==> src/rtl/lane_steer_pkg.sv <==
package lane_steer_pkg;

  localparam logic [1:0] SZ_BYTE = 2'd0;
  localparam logic [1:0] SZ_HALF = 2'd1;
  localparam logic [1:0] SZ_WORD = 2'd2;
  localparam logic [1:0] SZ_RSVD = 2'd3;

  // number of bytes moved by an access of the given size code
  function automatic int unsigned size_bytes(logic [1:0] sz);
    return 32'd1 << sz;
  endfunction

  // an access is bad when the size code is reserved, when it is wider than the bus,
  // or when its offset is not a multiple of its size
  function automatic logic bad_access(logic [1:0] sz, int unsigned off, int unsigned lanes);
    int unsigned nb;
    nb = size_bytes(sz);
    if (sz == SZ_RSVD) return 1'b1;
    if (nb > lanes) return 1'b1;
    return (off & (nb - 1)) != 0;
  endfunction

  // lowest bus lane used by an aligned access; the least significant byte of the
  // value always lands on that lane, in both byte orders
  function automatic int unsigned low_lane(logic big, logic [1:0] sz, int unsigned off,
                                           int unsigned lanes);
    int unsigned nb;
    nb = size_bytes(sz);
    if (bad_access(sz, off, lanes)) return 0;
    return big ? (lanes - off - nb) : off;
  endfunction

endpackage

==> src/rtl/lane_align_chk.sv <==
module lane_align_chk #(
  parameter int unsigned LANES = 4,
  localparam int unsigned OFF_W = $clog2(LANES)
) (
  input  logic [1:0]       acc_size,
  input  logic [OFF_W-1:0] acc_off,
  output logic             bad
);
  import lane_steer_pkg::*;

  always_comb begin
    bad = bad_access(acc_size, 32'(acc_off), LANES);
  end
endmodule

==> src/rtl/lane_store_pack.sv <==
module lane_store_pack #(
  parameter int unsigned DATA_W = 32,
  localparam int unsigned LANES = DATA_W / 8,
  localparam int unsigned OFF_W = $clog2(LANES)
) (
  input  logic              enable,
  input  logic              big_endian,
  input  logic [1:0]        acc_size,
  input  logic [OFF_W-1:0]  acc_off,
  input  logic [DATA_W-1:0] src,
  output logic [LANES-1:0]  be,
  output logic [DATA_W-1:0] wdata
);
  import lane_steer_pkg::*;

  int unsigned nb;
  int unsigned base;

  always_comb begin
    nb   = size_bytes(acc_size);
    base = low_lane(big_endian, acc_size, 32'(acc_off), LANES);
  end

  // enables: a contiguous run of nb lanes starting at base
  always_comb begin
    for (int unsigned i = 0; i < LANES; i++) begin
      be[i] = enable && (i >= base) && (i < base + nb);
    end
  end

  // data: lane i carries source byte (i mod nb); since base is a multiple of nb
  // this puts byte j of the value on lane base+j without a shifter
  always_comb begin
    logic [OFF_W-1:0] idx;
    for (int unsigned i = 0; i < LANES; i++) begin
      idx = OFF_W'(i & (nb - 1));
      wdata[8*i +: 8] = src[8*idx +: 8];
    end
  end
endmodule

==> src/rtl/lane_load_unpack.sv <==
module lane_load_unpack #(
  parameter int unsigned DATA_W = 32,
  localparam int unsigned LANES = DATA_W / 8,
  localparam int unsigned OFF_W = $clog2(LANES)
) (
  input  logic              clk,
  input  logic              rst_n,
  input  logic              rd_valid,
  input  logic              bad,
  input  logic              big_endian,
  input  logic [1:0]        acc_size,
  input  logic [OFF_W-1:0]  acc_off,
  input  logic [DATA_W-1:0] rdata,
  output logic [DATA_W-1:0] ld_data,
  output logic              ld_done
);
  import lane_steer_pkg::*;

  int unsigned       nb;
  int unsigned       base;
  logic [DATA_W-1:0] shifted;
  logic [DATA_W-1:0] picked;

  always_comb begin
    nb      = size_bytes(acc_size);
    base    = low_lane(big_endian, acc_size, 32'(acc_off), LANES);
    shifted = rdata >> (8 * base);
    for (int unsigned i = 0; i < LANES; i++) begin
      picked[8*i +: 8] = (!bad && i < nb) ? shifted[8*i +: 8] : 8'h00;
    end
  end

  always_ff @(posedge clk or negedge rst_n) begin
    if (!rst_n) begin
      ld_data <= '0;
      ld_done <= 1'b0;
    end else begin
      ld_done <= rd_valid;
      if (rd_valid) ld_data <= picked;
    end
  end
endmodule

==> src/rtl/lane_steer.sv <==
module lane_steer #(
  parameter int unsigned DATA_W = 32,
  localparam int unsigned LANES = DATA_W / 8,
  localparam int unsigned OFF_W = $clog2(LANES)
) (
  input  logic              clk,
  input  logic              rst_n,
  input  logic              big_endian,
  input  logic [1:0]        acc_size,
  input  logic [OFF_W-1:0]  acc_off,
  input  logic              st_req,
  input  logic [DATA_W-1:0] st_src,
  output logic [LANES-1:0]  mem_be,
  output logic [DATA_W-1:0] mem_wdata,
  input  logic              rd_valid,
  input  logic [DATA_W-1:0] mem_rdata,
  output logic [DATA_W-1:0] ld_data,
  output logic              ld_done,
  output logic              align_err
);

  // named internal events
  logic bad_access_w;
  logic store_fire;

  lane_align_chk #(.LANES(LANES)) u_align (
    .acc_size (acc_size),
    .acc_off  (acc_off),
    .bad      (bad_access_w)
  );

  assign store_fire = st_req & ~bad_access_w;
  assign align_err  = (st_req | rd_valid) & bad_access_w;

  lane_store_pack #(.DATA_W(DATA_W)) u_store (
    .enable     (store_fire),
    .big_endian (big_endian),
    .acc_size   (acc_size),
    .acc_off    (acc_off),
    .src        (st_src),
    .be         (mem_be),
    .wdata      (mem_wdata)
  );

  lane_load_unpack #(.DATA_W(DATA_W)) u_load (
    .clk        (clk),
    .rst_n      (rst_n),
    .rd_valid   (rd_valid),
    .bad        (bad_access_w),
    .big_endian (big_endian),
    .acc_size   (acc_size),
    .acc_off    (acc_off),
    .rdata      (mem_rdata),
    .ld_data    (ld_data),
    .ld_done    (ld_done)
  );
endmodule

==> config.mk <==
export PLATFORM = sky130hd
export DESIGN_NAME = lane_steer
export DESIGN_NICKNAME = d
export VERILOG_FILES = /design/src/rtl/lane_steer_pkg.sv /design/src/rtl/lane_align_chk.sv /design/src/rtl/lane_store_pack.sv /design/src/rtl/lane_load_unpack.sv /design/src/rtl/lane_steer.sv
export SDC_FILE = /design/constraint.sdc
export NUM_CORES = 1
export LEC_CHECK = 0
export ABC_AREA = 1
export BUFFER_PORTS_ARGS = -buffer_cell sky130_fd_sc_hd__buf_2
export CAP_MARGIN = 20
export CORE_ASPECT_RATIO = 0.8
export CORE_MARGIN = 2
export CORE_UTILIZATION = 30
export DETAILED_ROUTE_END_ITERATION = 10
export HOLD_SLACK_MARGIN = 0.06
export REMOVE_ABC_BUFFERS = 1
export SETUP_SLACK_MARGIN = 0.1
export SKIP_LAST_GASP = 1
export SLEW_MARGIN = 20
export SYNTH_ARGS = -nofsm -noshare
export SYNTH_HDL_FRONTEND = slang
export SYNTH_SLANG_ARGS = --single-unit
==> constraint.sdc <==
create_clock -name clk -period 5.31 [get_ports clk]
set_input_delay 0.7965 -clock clk [delete_from_list [all_inputs] [get_ports clk]]
set_output_delay 0.7965 -clock clk [all_outputs]
set_load 0.05 [all_outputs]
# After elaboration in Yosys (flattened, before gate mapping)
# Cells that the tools add are included.
[op_classes]
n_addsub = 4
n_lt_le_gt_ge = 13
eq_ne = 1
shifts = 5
mux = 14
n_bitwise = 5
n_reduce_logical = 14
[ops]
columns = ["cell", "count"]
rows = [
  ["1-bit by 32-bit less-than comparator with 1-bit output, first input constant", 4],
  ["2-bit by 32-bit less-than comparator with 1-bit output, first input constant", 4],
  ["1-bit by 32-bit greater-or-equal comparator with 1-bit output, first input constant", 2],
  ["2-bit by 32-bit greater-or-equal comparator with 1-bit output, first input constant", 2],
  ["32-bit two-way mux", 2],
  ["32-bit by 6-bit indexed part select with 8-bit output", 2],
  ["32-bit adder", 1],
  ["2-bit by 32-bit bitwise AND with 32-bit output", 1],
  ["32-bit by 3-bit greater-than comparator with 1-bit output, second input constant", 1],
  ["8-bit two-way mux", 4],
  ["32-bit nonzero test", 1],
  ["32-bit by 5-bit indexed part select with 8-bit output", 1],
  ["1-bit by 2-bit left shift with 32-bit output, first input constant", 1],
  ["32-bit by 32-bit right shift with 32-bit output", 1],
  ["32-bit by 1-bit subtractor with 32-bit output, second input constant", 1],
  ["32-bit subtractor", 1],
  ["1-bit logical AND", 12],
  ["1-bit two-way mux", 8],
  ["3-bit by 2-bit subtractor with 4-bit output, first input constant", 1],
  ["1-bit bitwise AND", 2],
  ["2-bit == test, second input constant", 1],
  ["1-bit logical NOT", 1],
  ["1-bit inverter", 1],
  ["1-bit bitwise OR", 1],
]
[totals]
register_bits = 33
inputBits = 73
out_inout_bits = 70
wordCells = 58

# Logic depth before layout (Yosys ltp)
[depth]
depth_word = 11
ltp_mapped = 22
ltp_nobuf = 21

# Modules after synthesis
# Synthesis repeated with hierarchy kept, for this count alone.
[hier_totals]
cells_unflattened = 509
hier_area_um2 = 3144.3
[by_module_without_submodules]
columns = ["mod", "n_inst", "cells_per_inst", "area_each_um2", "seq_area_each_um2"]
rows = [
  ["lane_load_unpack", 1, 333, 2249.7, 825.8],
  ["lane_store_pack", 1, 168, 862.1, 0.0],
  ["lane_steer", 1, 5, 18.8, 0.0],
  ["lane_align_chk", 1, 3, 13.8, 0.0],
]

# Worst setup path after synthesis
# OpenSTA, ideal clock, no wires.
[synth_path]
kind = "input -> output"
from = "in acc_size[1]"
to = "out mem_be[0]"
arrival_ns = 3.799
t_required_ns = 4.513
setup_slack_ns = 0.715
cell_stages = 20
n_path_buf = 3
cell_sequence = "nor2_1 inv_1 clkbuf_1 ha_1 inv_2 nand2_2 nand3_2 nor2_1 buf_2 buf_2 ha_1 ha_1 inv_1 nand2_2 nand3_1 nand2_1 nand2_1 nand4_1 nor2_1 nor2_1"
[synth_between]
elab_chain_cells = 11
word_cells_on_any_way = 23
classes_between = "add/sub: 3; order compare: 3; eq/ne: 1; shift: 1; mux: 9; bitwise: 3; reduce/logical: 3"
[synth_lines]
columns = ["element", "line_no", "rtl"]
rows = [
  ["start, declared", "lane_steer.sv:9", "input logic [1:0] acc_size,"],
  ["1-bit by 2-bit left shift with 32-bit output", "lane_steer_pkg.sv:10", "return 32'd1 << sz;"],
  ["32-bit by 1-bit subtractor with 32-bit output / 32-bit by 3-bit greater-than comparator with 1-bit output (equally long branches)", "lane_steer_pkg.sv:20, lane_steer_pkg.sv:19", ""],
  ["2-bit by 32-bit bitwise AND with 32-bit output / 1-bit two-way mux (equally long branches)", "lane_steer_pkg.sv:20, lane_steer_pkg.sv:19", ""],
  ["32-bit nonzero test / 1-bit two-way mux (equally long branches)", "lane_steer_pkg.sv:20, lane_steer_pkg.sv:19", ""],
  ["1-bit two-way mux", "lane_steer_pkg.sv:20", "return (off & (nb - 1)) != 0;"],
  ["1-bit two-way mux", "lane_steer_pkg.sv:19", "if (nb > lanes) return 1'b1;"],
  ["1-bit two-way mux", "lane_steer_pkg.sv:29", "if (bad_access(sz, off, lanes)) return 0;"],
  ["32-bit two-way mux", "lane_steer_pkg.sv:30", "return big ? (lanes - off - nb) : off;"],
  ["32-bit adder / 1-bit by 32-bit greater-or-equal comparator with 1-bit output (equally long branches)", "lane_store_pack.sv:27", "be[i] = enable && (i >= base) && (i < base + nb);"],
  ["1-bit by 32-bit less-than comparator with 1-bit output / 1-bit logical AND (equally long branches)", "lane_store_pack.sv:27", ""],
  ["1-bit logical AND *", "lane_store_pack.sv:27", ""],
  ["end, declared", "lane_steer.sv:13", "output logic [LANES-1:0] mem_be,"],
]
# Mark *: on every way between the ends. The rest lies on a longest branch, timed or not. The select of a mux whose other input is x is not followed.

# Worst setup path after layout
# Ends and elaborated chain as after synthesis.

==> results.toml <==
[run_status]
status = "completed"

[timing]
finalCritPeriodShare = 0.889
fmax_mhz = 212
period_needed_ns = 4.72
hold_violations = 0
fin_ws_ns = 0.592
finClkSkew_ns = 0
rsz0062_at_grt = "false"
setup_viol = 0
tightest_slew_ns = 1.01
slew_headroom = 0.325
finalMaxSlewViolations = 0
hold_slack_ns = 0.474

[setup_path]
path_buf_inv = 8
crit_top_cell = "nor2_1"
end_kind = "primary output"
cp.required_ns = 4.51
cp_cell_sequence = "buf_2 -> nor2_1 -> buf_4 -> inv_1 -> buf_4 -> ha_1 -> buf_4 -> inv_2 -> nand2_2 -> nand3_2 -> nor2_2 -> nor2_1 -> nor2_1 -> ha_1 -> inv_1 -> nand2_2 -> nand2_1 -> nand2_1 -> nand2_1 -> a21oi_2 -> nand4_1 -> nor2_1 -> nor2_1 -> buf_2"
cp-start-kind = "input pin"
cp_top_family = "simple AND/OR/NAND/NOR gates"
cp_max_fo = 26
worstPathArrival_ns = 3.92
critPathKind = "input pin to primary output"
slowest_stage = "ha_1"
cp_num_cells = 24
slowest_delay_ns = 0.29
rr_worst_depth = 2

[cts]
postCtsHoldBufs = 0
cts_max_level = 2
cts_root_buf = "clkbuf_16"
clkLatencyLatePin_ns = 0.27
cts_setup_buffers = 0
cts-buffers-inserted = 5
post_cts_resized = 0
cts.reportedPaths.clkPinSlew_ns = 0.06
numClockSinks = 33
cts_tree = "done"
clk_path_buf_depth = 2

[logic_synthesis]
synth_area_um2 = 2790
synthesis.yosys.warnings = 0
ys_seq_area_frac = 0.296
yosys-top-cells-area = "dfrtp_1 (30%), nand2_1 (20%), o21ai_0 (10%)"
syn_inst = 448
synth_top_area_share = 0.296
yosys.area.top_type = "dfrtp_1"
yosys_register_bits = 33
synthDistinctLibCells = 29
syn_avg_cell_area_um2 = 6.22

[route]
vias_per_cell = 4.66
drt-initial-drc-count = 215
first_pass_iters = 4
drcViolationCount = 0
wire_per_inst_um = 12.9
vias = 3211
drt_wl_total_um = 8870
ant_nets = 0

[finish]
regArea_um2 = 826
multi_input_area_um2 = 1570
n_fill_cell = 978
area_delta_synth_final_pct = 31.4
layout-drive-gt1-share = 0.301
antenna_cells = 0
fin_nets = 657

[floorplan]
die_h_um = 90.2
die-area_um2 = 10100
start_util = 0.308
die_w_um = 112
core-area_um2 = 9040
row_count = 31
io_pins = 143

[grt]
grt_pass1_wl_um = 14300
antenna_found_initial = 0
grt_max_degree = 39
grt_pass1_vias = 3035
grt_overflow = 0
grt.total_usage = 0.171

[power]
power.density_nw_per_um2 = 274
p_leak_nw = 2.17
peakVddDrop_mv = 0.117

[place]
io_buffer_count = 142
hpwl_um = 6820
routabilityCongestion = 0.872
dp_worst_setup_slack_ns = 0.597

[run]
maxCapViolations = 0

[min_path]
hold_class = "flip-flop to flip-flop"
min_path_cells = 2
-- final timing paths --
| kind | startpoint | slack [ns] | endpoint |
|---|---|---|---|
| worst min-delay path | u_load.ld_data[14]$_DFFE_PN0P_ | 0.47 | u_load.ld_data[14]$_DFFE_PN0P_ |
| worst max-delay path | acc_size[1] | 0.59 | mem_be[0] |
| max in group asynchronous | rst_n | 4.24 | u_load.ld_data[26]$_DFFE_PN0P_ |
| min in group asynchronous | rst_n | 0.59 | u_load.ld_data[30]$_DFFE_PN0P_ |
| worst min register to register | u_load.ld_data[14]$_DFFE_PN0P_ | 0.47 | u_load.ld_data[14]$_DFFE_PN0P_ |
| worst max register to register | u_load.ld_data[22]$_DFFE_PN0P_ | 4.60 | u_load.ld_data[22]$_DFFE_PN0P_ |
-- registers in the layout (all words and copies together), names as in the netlist --
name            cells
u_load.ld_data     32
u_load.ld_done      1
-- per-layer routing --
layer / wire (um) / track usage
met1: 4010 / 0.225
met2: 4280 / 0.292
met3: 460 / 0.0297
met4: 107 / 0.0412
met5: 0 / 0
-- final cells by class --
cell class	count	share of cell area
Timing Repair Buffer	148	0.206
Tap cell	115	0.0393
Inverter	60	0.0615
Clock buffer	5	0.0342
Sequential cell	33	0.226
Multi-Input combinational cell	325	0.428
Clock inverter	3	0.00479
-- stage by stage --
stage / setup TNS (ns) / instances / util / area [um2] / power, mW
floorplan: -2.08 / 418 / - / 2620 / 0.586
global placement: 0 / 681 / 0.389 / 3520 / 0.726
detailed placement: 0 / 681 / 0.389 / 3520 / 0.730
CTS: 0 / 689 / 0.405 / 3660 / 1.01
global route: 0 / 689 / 0.405 / 3660 / 1.06
finish: 0 / 689 / 0.405 / 3660 / 1.00
-- power by group --
group	internal, mW	total, mW	leakage (nW)	switching, mW
logic	0.116	0.446	1.65	0.330
registers	0.269	0.278	0.451	0.00939
clock network	0.172	0.277	0.0696	0.105
-- layout by cell type (no fill, tap or decap), types with 2 or more instances in the layout --
| cell type | synthesis | final |
|---|---|---|
| or2_2 | 8 | 8 |
| clkinv_2 | 0 | 2 |
| nor2_2 | 1 | 2 |
| buf_2 | 4 | 142 |
| nand2_1 | 152 | 152 |
| inv_1 | 58 | 58 |
| o211ai_1 | 6 | 6 |
| nand3_2 | 2 | 2 |
| buf_4 | 10 | 6 |
| dfrtp_1 | 33 | 33 |
| nand3_1 | 25 | 25 |
| o21ai_0 | 56 | 56 |
| nand2_2 | 2 | 2 |
| a21oi_1 | 35 | 35 |
| nor2_1 | 17 | 16 |
| ha_1 | 10 | 10 |
| clkbuf_16 | 0 | 5 |
| nand4_1 | 3 | 3 |
-- synthesized netlist by cell type (all sizes together) --
master  number
nand2      155
inv         59
o21ai       57
a21oi       36
dfrtp       33
nand3       27
nor2        18
buf         17
clkbuf      13
ha          10
or2          8
o211ai       6
nand4        3
a21o         1
and3         1
clkinv       1
fa           1
nand3b       1
nor3         1
-- cell families after synthesis --
kind of cell,after synthesis,synth area share
AOI/OAI and AO/OA,100,0.187
adders and majority gates,11,0.0521
buffers and inverters,90,0.142
DFF,33,0.296
and+or+nand+nor,214,0.322
-- worst register-to-register path: stages, from the launching register on --
cell and delay [ns]:
dfrtp_1 0.39, nand2_1 0.07, o21ai_0 0.10
Note: power is estimated with default switching activity, not from simulation.
